===== config.mk =====
export PLATFORM = sky130hd
export DESIGN_NAME = irq_prio_ctrl
export DESIGN_NICKNAME = d
export VERILOG_FILES = /design/src/rtl/irqc_pkg.sv /design/src/rtl/irqc_cfg_regs.sv /design/src/rtl/irqc_src_regs.sv /design/src/rtl/irqc_arb_tree.sv /design/src/rtl/irq_prio_ctrl.sv
export SDC_FILE = /design/constraint.sdc
export NUM_CORES = 2
export LEC_CHECK = 0
export BUFFER_PORTS_ARGS = -buffer_cell sky130_fd_sc_hd__buf_2
export CORE_MARGIN = 3
export CORE_UTILIZATION = 50
export DETAILED_ROUTE_END_ITERATION = 10
export PLACE_DENSITY = 0.68
export SETUP_SLACK_MARGIN = 0.2
export SLEW_MARGIN = 40
export SYNTH_ARGS = -nofsm -noshare
export SYNTH_HDL_FRONTEND = slang
export SYNTH_SLANG_ARGS = --single-unit

===== constraint.sdc =====
create_clock -name clk -period 18.4 [get_ports clk]
set_input_delay 3.68 -clock clk [delete_from_list [all_inputs] [get_ports clk]]
set_output_delay 3.68 -clock clk [all_outputs]
set_load 0.02 [all_outputs]

===== src/rtl/irqc_pkg.sv =====
package irqc_pkg;
  localparam int LVL_W = 3;
  localparam int PRI_W = 3;
  localparam int CFG_W = LVL_W + PRI_W;

  // level sits above rank so that a packed compare ranks level first
  typedef struct packed {
    logic [LVL_W-1:0] lvl;
    logic [PRI_W-1:0] pri;
  } irq_cfg_t;
endpackage


===== src/rtl/irqc_cfg_regs.sv =====
module irqc_cfg_regs
  import irqc_pkg::*;
#(
  parameter int NUM_SLOT = 64,
  parameter int RO_LAST  = 7,
  localparam int IDX_W   = $clog2(NUM_SLOT)
) (
  input  logic             clk,
  input  logic             rst_n,
  input  logic             wr_en,
  input  logic [IDX_W-1:0] wr_idx,
  input  irq_cfg_t         wr_cfg,
  output irq_cfg_t         cfg [NUM_SLOT]
);
  for (genvar g = 0; g < NUM_SLOT; g++) begin : g_slot
    if (g <= RO_LAST) begin : g_fixed
      // slot 0 and the read-only slots stay at the disabled value
      assign cfg[g] = '0;
    end else begin : g_rw
      irq_cfg_t cfg_q;
      always_ff @(posedge clk or negedge rst_n) begin
        if (!rst_n)                                 cfg_q <= '0;
        else if (wr_en && (wr_idx == IDX_W'(g)))    cfg_q <= wr_cfg;
      end
      assign cfg[g] = cfg_q;
    end
  end
endmodule


===== src/rtl/irqc_src_regs.sv =====
module irqc_src_regs #(
  parameter int NUM_SLOT = 64,
  parameter int HALF_W   = 32
) (
  input  logic                clk,
  input  logic                rst_n,
  input  logic [NUM_SLOT-1:1] src_req,
  input  logic                wr_lo,
  input  logic                wr_hi,
  input  logic [HALF_W-1:0]   wdata,
  output logic [NUM_SLOT-1:0] pend_vec,
  output logic [NUM_SLOT-1:0] mask_vec
);
  logic [NUM_SLOT-1:1] mask_q;

  always_ff @(posedge clk or negedge rst_n) begin
    if (!rst_n) begin
      mask_q <= '1;
    end else begin
      for (int i = 1; i < NUM_SLOT; i++) begin
        if (i < HALF_W) begin
          if (wr_lo) mask_q[i] <= wdata[i % HALF_W];
        end else begin
          if (wr_hi) mask_q[i] <= wdata[i % HALF_W];
        end
      end
    end
  end

  // slot 0 has no source: always masked, never pending
  assign mask_vec = {mask_q, 1'b1};
  assign pend_vec = {src_req, 1'b0};
endmodule


===== src/rtl/irqc_arb_tree.sv =====
module irqc_arb_tree
  import irqc_pkg::*;
#(
  parameter int NUM_SLOT = 64,
  localparam int IDX_W   = $clog2(NUM_SLOT),
  localparam int N_LEAF  = 1 << IDX_W,
  localparam int N_NODE  = 2 * N_LEAF - 1
) (
  input  logic [NUM_SLOT-1:0] pend_vec,
  input  logic [NUM_SLOT-1:0] mask_vec,
  input  irq_cfg_t            cfg [NUM_SLOT],
  output logic                win_vld,
  output logic [LVL_W-1:0]    win_lvl,
  output logic [IDX_W-1:0]    win_idx
);
  logic             nd_vld [N_NODE];
  irq_cfg_t         nd_key [N_NODE];
  logic [IDX_W-1:0] nd_idx [N_NODE];

  // leaves in source order, so a left child always has the lower number
  for (genvar i = 0; i < N_LEAF; i++) begin : g_leaf
    if (i < NUM_SLOT) begin : g_real
      assign nd_vld[N_LEAF-1+i] = pend_vec[i] && !mask_vec[i] && (cfg[i].lvl != '0);
      assign nd_key[N_LEAF-1+i] = cfg[i];
    end else begin : g_pad
      assign nd_vld[N_LEAF-1+i] = 1'b0;
      assign nd_key[N_LEAF-1+i] = '0;
    end
    assign nd_idx[N_LEAF-1+i] = IDX_W'(i);
  end

  for (genvar n = 0; n < N_LEAF - 1; n++) begin : g_node
    logic take_r;
    // right child wins only with a strictly larger key: ties keep the lower index
    assign take_r = nd_vld[2*n+2] && (!nd_vld[2*n+1] || (nd_key[2*n+2] > nd_key[2*n+1]));
    assign nd_vld[n] = nd_vld[2*n+1] || nd_vld[2*n+2];
    assign nd_key[n] = take_r ? nd_key[2*n+2] : nd_key[2*n+1];
    assign nd_idx[n] = take_r ? nd_idx[2*n+2] : nd_idx[2*n+1];
  end

  assign win_vld = nd_vld[0];
  assign win_lvl = nd_key[0].lvl;
  assign win_idx = nd_idx[0];
endmodule


===== src/rtl/irq_prio_ctrl.sv =====
module irq_prio_ctrl
  import irqc_pkg::*;
#(
  parameter int NUM_SRC = 63,
  parameter int RO_LAST = 7,
  localparam int NUM_SLOT = NUM_SRC + 1,
  localparam int IDX_W    = $clog2(NUM_SLOT),
  localparam int HALF_W   = 32,
  localparam int ADDR_W   = IDX_W + 1
) (
  input  logic               clk,
  input  logic               rst_n,
  input  logic [NUM_SRC-1:0] src_req,
  input  logic               ack,
  input  logic               reg_we,
  input  logic [ADDR_W-1:0]  reg_addr,
  input  logic [HALF_W-1:0]  reg_wdata,
  output logic [HALF_W-1:0]  reg_rdata,
  output logic [LVL_W-1:0]   irq_level,
  output logic [IDX_W-1:0]   irq_src,
  output logic [IDX_W-1:0]   ack_src
);
  irq_cfg_t            cfg [NUM_SLOT];
  logic [NUM_SLOT-1:0] pend_vec;
  logic [NUM_SLOT-1:0] mask_vec;
  logic                cfg_sel;
  logic                win_vld;
  logic [LVL_W-1:0]    win_lvl;
  logic [IDX_W-1:0]    win_idx;
  logic [2*HALF_W-1:0] pend_w;
  logic [2*HALF_W-1:0] mask_w;

  // upper half of the address space maps the configuration registers
  assign cfg_sel = reg_addr[ADDR_W-1];

  irqc_cfg_regs #(.NUM_SLOT(NUM_SLOT), .RO_LAST(RO_LAST)) u_cfg (
    .clk    (clk),
    .rst_n  (rst_n),
    .wr_en  (reg_we && cfg_sel),
    .wr_idx (reg_addr[IDX_W-1:0]),
    .wr_cfg (irq_cfg_t'(reg_wdata[CFG_W-1:0])),
    .cfg    (cfg)
  );

  irqc_src_regs #(.NUM_SLOT(NUM_SLOT), .HALF_W(HALF_W)) u_src (
    .clk      (clk),
    .rst_n    (rst_n),
    .src_req  (src_req),
    .wr_lo    (reg_we && (reg_addr == ADDR_W'(2))),
    .wr_hi    (reg_we && (reg_addr == ADDR_W'(3))),
    .wdata    (reg_wdata),
    .pend_vec (pend_vec),
    .mask_vec (mask_vec)
  );

  irqc_arb_tree #(.NUM_SLOT(NUM_SLOT)) u_arb (
    .pend_vec (pend_vec),
    .mask_vec (mask_vec),
    .cfg      (cfg),
    .win_vld  (win_vld),
    .win_lvl  (win_lvl),
    .win_idx  (win_idx)
  );

  assign pend_w = (2*HALF_W)'(pend_vec);
  assign mask_w = (2*HALF_W)'(mask_vec);

  always_comb begin
    reg_rdata = '0;
    if (cfg_sel) begin
      if (int'(reg_addr[IDX_W-1:0]) < NUM_SLOT)
        reg_rdata = HALF_W'(cfg[reg_addr[IDX_W-1:0]]);
    end else begin
      case (reg_addr[1:0])
        2'd0:    reg_rdata = pend_w[HALF_W-1:0];
        2'd1:    reg_rdata = pend_w[2*HALF_W-1:HALF_W];
        2'd2:    reg_rdata = mask_w[HALF_W-1:0];
        default: reg_rdata = mask_w[2*HALF_W-1:HALF_W];
      endcase
      if (reg_addr[ADDR_W-2:2] != '0) reg_rdata = '0;
    end
  end

  always_ff @(posedge clk or negedge rst_n) begin
    if (!rst_n) begin
      irq_level <= '0;
      irq_src   <= '0;
      ack_src   <= '0;
    end else begin
      irq_level <= win_vld ? win_lvl : '0;
      irq_src   <= win_vld ? win_idx : '0;
      if (ack) ack_src <= irq_src;
    end
  end
endmodule


* Word-level counts from Yosys, hierarchy flattened
Index checks and enable logic that the tools add are counted.
** Operators by class
- Bitwise gates (word level) :: 1
- Order comparisons :: 56
- Reductions and logical operators :: 505
- Multiplexer cells :: 120
- Equality and inequality tests :: 60
** Operators by type and width (number)
- 6-bit 2-to-1 mux :: 60
- 6-bit > comparator :: 55
- 1-bit logical AND :: 226
- 6-bit equality test (second input constant) :: 32
- 3-bit nonzero test :: 56
- 1-bit zero test :: 111
- 1-bit logical OR :: 110
- 6-bit by 5-bit equality test with 1-bit output (second input constant) :: 16
- 32-bit case mux with 3 select lines :: 1
- 32-bit 2-to-1 mux :: 2
- 6-bit by 4-bit equality test with 1-bit output (second input constant) :: 8
- 6-bit binary-select mux with 6-bit select :: 1
- 1-bit 2-to-1 mux :: 28
- 2-bit 2-to-1 mux :: 14
- 3-bit 2-to-1 mux :: 8
- 4-bit 2-to-1 mux :: 4
- 7-bit by 2-bit equality test with 1-bit output (second input constant) :: 2
- 5-bit 2-to-1 mux :: 2
- 7-bit >= comparator (second input constant) :: 1
- 6-bit NOT with 7-bit output :: 1
- 4-bit nonzero test :: 1
- 2-bit by 1-bit equality test with 1-bit output (second input constant) :: 1
- 2-bit equality test (second input constant) :: 1
- 2-bit zero test :: 1
** Word-level totals
- Output and inout port bits :: 47
- Register bits after elaboration :: 414
- Bits of input ports :: 106

* Longest topological paths before layout
- Depth in word-level cells :: 28
- Mapped depth :: 74
- Gate-level depth less buffers :: 72

* By module
From an unflattened synthesis, not the netlist that was laid out.
** Unflattened totals
- Cells, all modules :: 3858
- Area, all modules :: 38395.6 um^2
** Modules (own cells, without submodules)
- irqc_arb_tree :: instances 1, cells each 2429, area an instance 16991.3 um^2
- irqc_cfg_regs :: instances 1, cells each 844, area an instance 13461.7 um^2
- irq_prio_ctrl :: instances 1, cells each 385, area an instance 4868.4 um^2
- irqc_src_regs :: instances 1, cells each 200, area an instance 3074.2 um^2

* Worst setup path before layout
Ideal clock, no wire load.
- Path kind :: input to register
- Start point :: input src_req[62]
- End point :: register irq_src[1]
- Arrival :: 13868 ps
- Slack :: 4396 ps
- Buffers on the path :: 3
- Required time :: 18264 ps
- Cell stages on the path :: 65
- Cells stage by stage :: nor3b_1 -> a21boi_1 -> mux2i_1 -> inv_1 -> ha_1 -> nor2b_1 -> o21a_1 -> o21a_1 -> o21ai_0 -> nand2b_1 -> a21oi_1 -> a31oi_1 -> o22ai_1 -> mux2i_1 -> ha_1 -> nor2b_1 -> o21a_1 -> o21a_1 -> (+29 left out) -> a21boi_1 -> clkbuf_1 -> nand2_1 -> o21ai_2 -> ha_1 -> nor2b_1 -> o21a_1 -> o21a_1 -> o21ai_0 -> nand2b_1 -> a21oi_1 -> o21ai_0 -> o21ai_0 -> inv_1 -> nand2_1 -> and3b_1 -> a21oi_1 -> o211ai_1
** Between the ends
- Cells in the longest elaborated chain, start to end :: 25
- Elaborated cells on any way between the ends :: 35
- Classes of those cells :: 5 x order compare; 11 x mux; 19 x reduce/logical
** RTL lines
- start: declaration :: RTL line irq_prio_ctrl.sv:13 : input logic [NUM_SRC-1:0] src_req,
- 1-bit logical AND (*) (2 in series) :: RTL line irqc_arb_tree.sv:23 : assign nd_vld[N_LEAF-1+i] = pend_vec[i] && !mask_vec[i] && (cfg[i].lvl != '0);
- 1-bit logical AND :: RTL line irqc_arb_tree.sv:35 : assign take_r = nd_vld[2*n+2] && (!nd_vld[2*n+1] || (nd_key[2*n+2] > nd_key[2*n+1]));
- 6-bit 2-to-1 mux :: RTL line irqc_arb_tree.sv:37 : assign nd_key[n] = take_r ? nd_key[2*n+2] : nd_key[2*n+1];
- 6-bit > comparator :: RTL line irqc_arb_tree.sv:35
- 1-bit logical OR :: RTL line irqc_arb_tree.sv:35
- 1-bit logical AND :: RTL line irqc_arb_tree.sv:35
- 6-bit 2-to-1 mux :: RTL line irqc_arb_tree.sv:37
- 6-bit > comparator :: RTL line irqc_arb_tree.sv:35
- (+8 left out)
- 1-bit logical OR :: RTL line irqc_arb_tree.sv:35
- 1-bit logical AND :: RTL line irqc_arb_tree.sv:35
- 6-bit 2-to-1 mux :: RTL line irqc_arb_tree.sv:37
- 6-bit > comparator :: RTL line irqc_arb_tree.sv:35
- 1-bit logical OR :: RTL line irqc_arb_tree.sv:35
- 1-bit logical AND :: RTL line irqc_arb_tree.sv:35
- 6-bit 2-to-1 mux :: RTL line irqc_arb_tree.sv:38 : assign nd_idx[n] = take_r ? nd_idx[2*n+2] : nd_idx[2*n+1];
- 6-bit 2-to-1 mux (*) :: RTL line irq_prio_ctrl.sv:91 : irq_src <= win_vld ? win_idx : '0;
- end signal: assignment :: RTL line irq_prio_ctrl.sv:91
- end: declaration :: RTL line irq_prio_ctrl.sv:20 : output logic [IDX_W-1:0] irq_src,
Mark *: on every way between the ends. The rest lies on a longest branch, timed or not.
A chain may end at the register's enable or synchronous reset.

* Final worst setup path
- Start point :: input src_req[28]
- End point :: register irq_src[1]
The elaborated chain is that of the path after synthesis.

==> impl_results.md <==
* Status: completed
* Synth area leaders: dfrtp_1 26%, mux2_2 14%, ha_1 12%, mux4_2 8.9%, mux2i_1 5.7%
* Post-Synthesis Cell Area at 0.0335 sq mm
* Clock buffer depth at 3
* Width of the die at roughly 260 um
* Nets at 3,785
* Layout area overhead at 10.4%
* Vias in the first global route at 26,200
* Die height at 265 um
* Crit path DAT at roughly 16 ns
* Die area at 0.0702 sq mm
* Total chip power at 0.00416 W
* Worst slew margin at 37.4%
* Number of synthesized flops with an enable pin at 0
* Mapped Nets at 3,667
* Maximum VDD drop at about 0.00011 V
* TritonRoute pass-1 iters at 6
* Tmin final at 15.08 ns
* Post-synth ARST share at 100%
* Final slew viol count at 0
* Power Density at approximately 110 mW/mm^2
* CP most frequent cell: o21a_1
* Site Rows at 94
* Worst-Skew Late Latency at 0.61 ns
* Setup WS pre-CTS at 3.01 ns
* Cell count after synthesis at 3,239
* Largest net degree at the start of global routing at 101
* Fin crit share at 82.0%
* CTS Sinks at between 400 and 500
* Vias at 26,500
* # resized after CTS at 0
* Critical path class: in -> reg
* Global placer's final weighted congestion at 0.954
* Postcts setup bufs at 0
* CTS tree: done
* Worst Slack Setup Final at 3.32 ns
* Cts bufs inserted at 49
* Seq cells post-synth at slightly above 400
* Crit-path slowest cell: a21boi_1
* Final hold vios at 0
* Final setup fails at 0
* Drt via density at between 6 and 7
* Post-synth cell types at a little under 90
* Avg Cell Area, Syn at just over 10 sq um
* Number of top-level pins at around 150
* # DRC at 0
* Register area share after synthesis at 31.1%
* Global-route wire length before repair at 158,000 um
* HPWL after detailed placement at 77,900 um
* Yosys top cell area share at 26.2%
* Starting Density at 50.7%
* Delay-heaviest family, CP: compound AO/OA/AOI/OAI gates
* Routed WL at 104,000 um
* Root buffer cell: clkbuf_16
* CP max stage delay at about 0.82 ns
* ANT nets after route at 0
* Drt wl/cell at 24.3 um
* Synth warn at 0
* Setup TNS at 0 ns
* DRT iter0 DRCs at 2,207
* Crit start category: primary input
* Utilization after layout at 56.0%
* GRT overflow at 0
* GR Util All Layers at 29.3%
* Most common flop cell mapped by yosys: dfrtp_1
* CORE AREA at 0.0661 sq mm
* Post-synth top cells: 417 x mux2_2, 351 x dfrtp_1, 322 x ha_1
* Max Cap Viol at 0
* Final Skew at 0.0132 ns
* CP endpoint kind: register
* Library cell with the largest summed area after synthesis: dfrtp_1
* Multi-input gate area at 0.0215 sq mm
* Data required time at the worst endpoint at 18.86 ns
* Layout cell share with drive strength beyond 1 at 27.5%
* Design Area, Final at 0.0370 sq mm
* HP Class: reg -> reg
* Most frequent cell after synthesis: mux2_2
* Register area at 0.0104 sq mm
* Clock slew at reported path FFs at approximately 0.06 ns
* CTS H-tree depth at 2
* Post-DP Area at about 0.035 sq mm
* RSZ-0062 raised after global routing: no
* Leakage at 17.4 nW
* Final-layout fill cell count at 5,804
* CP max FO at 15
* Hold Buf Count CTS at 0
* Achievable Freq at about 66 MHz
* Port bufs at ~150
* Worst Path Buf+Inv at 5
* Initial antenna violation count at 6
* Worst Max-Slew Pin Slew at 0.934 ns
==> stage by stage <==
stage,instances,hold WS [ns]
floorplan,3239,0.497
detailed placement,4169,0.491
CTS,4260,0.502
global route,4261,0.509
global placement,4168,0.483
finish,4267,0.503
==> routing by layer <==
metal	up-vias	track usage [%]	share of wire, %
li1	12200	-	-
met4	0	10.1	3.7
met1	13200	40.2	43
met3	207	6.01	7.4
met2	871	46.2	45
met5	-	0	0
==> layout by cell type (no fill, tap or decap), drive strengths merged, types with 19 or more instances in the layout <==
cell type | Yosys | routed
o211ai | 19 | 19
nand3 | 35 | 35
o311ai | 21 | 21
nor3 | 54 | 54
nand2b | 35 | 35
dfrtp | 351 | 351
nor2 | 147 | 147
o22ai | 22 | 22
a21oi | 130 | 130
clkbuf | 88 | 72
nor3b | 32 | 32
buf | 29 | 183
nand2 | 189 | 189
or2 | 19 | 19
a21o | 19 | 19
dfstp | 63 | 63
ha | 322 | 322
o21a | 114 | 114
mux4 | 133 | 133
nand4 | 39 | 39
mux2 | 419 | 419
nor2b | 66 | 66
o21ai | 133 | 133
mux2i | 193 | 193
and2 | 42 | 42
inv | 320 | 323
==> state kept, by name, summed over array words and instances (netlist names) <==
signal and count:
irq_src 6, u_src.mask_q 63, u_cfg.cfg 336, ack_src 6, irq_level 3
==> cell type report <==
class | instances | share of cell area (%)
flip-flops and latches | 414 | 28.2
well taps | 864 | 2.92
clock inverters | 20 | 0.808
inverters | 322 | 3.27
diodes | 6 | 0.0406
repair buffers | 184 | 2.93
clock buffers | 71 | 3.78
multi-input cells | 2386 | 58.0
==> cell families (layout without fill, tap and decap cells) <==
kind of cell / count (synthesis) / count (layout) / share of synthesized area [%]
fa+ha+maj: 322 / 322 / 12.0
flops: 414 / 414 / 31.1
compound gates: 609 / 609 / 12.3
other cells: 0 / 6 / 0
mux: 745 / 745 / 28.8
xor+xnor: 1 / 1 / 0.0261
buf+inv: 439 / 597 / 4.95
simple gates: 709 / 709 / 10.8
==> path summary, 6_finish.rpt <==
path,depth (start not counted),start,slack (ns),to
worst max register to register,70,u_cfg.cfg[55]$_DFFE_PN0P_,5.86,irq_src[1]$_DFF_PN0_
max in group asynchronous,5,rst_n,13.09,u_cfg.cfg[82]$_DFFE_PN0P_
worst min register to register,1,ack_src[3]$_DFFE_PN0P_,0.50,ack_src[3]$_DFFE_PN0P_
worst max-delay path,62,src_req[28],3.32,irq_src[1]$_DFF_PN0_
min in group asynchronous,1,rst_n,2.99,u_cfg.cfg[299]$_DFFE_PN0P_
worst min-delay path,1,ack_src[3]$_DFFE_PN0P_,0.50,ack_src[3]$_DFFE_PN0P_
==> power breakdown <==
| part | internal (W) | switching (W) |
|---|---|---|
| Combinational | 0.000835 | 0.00116 |
| Clock | 0.000627 | 0.000410 |
| Sequential | 0.00102 | 0.000108 |
Power figures use the tool's default switching activity.
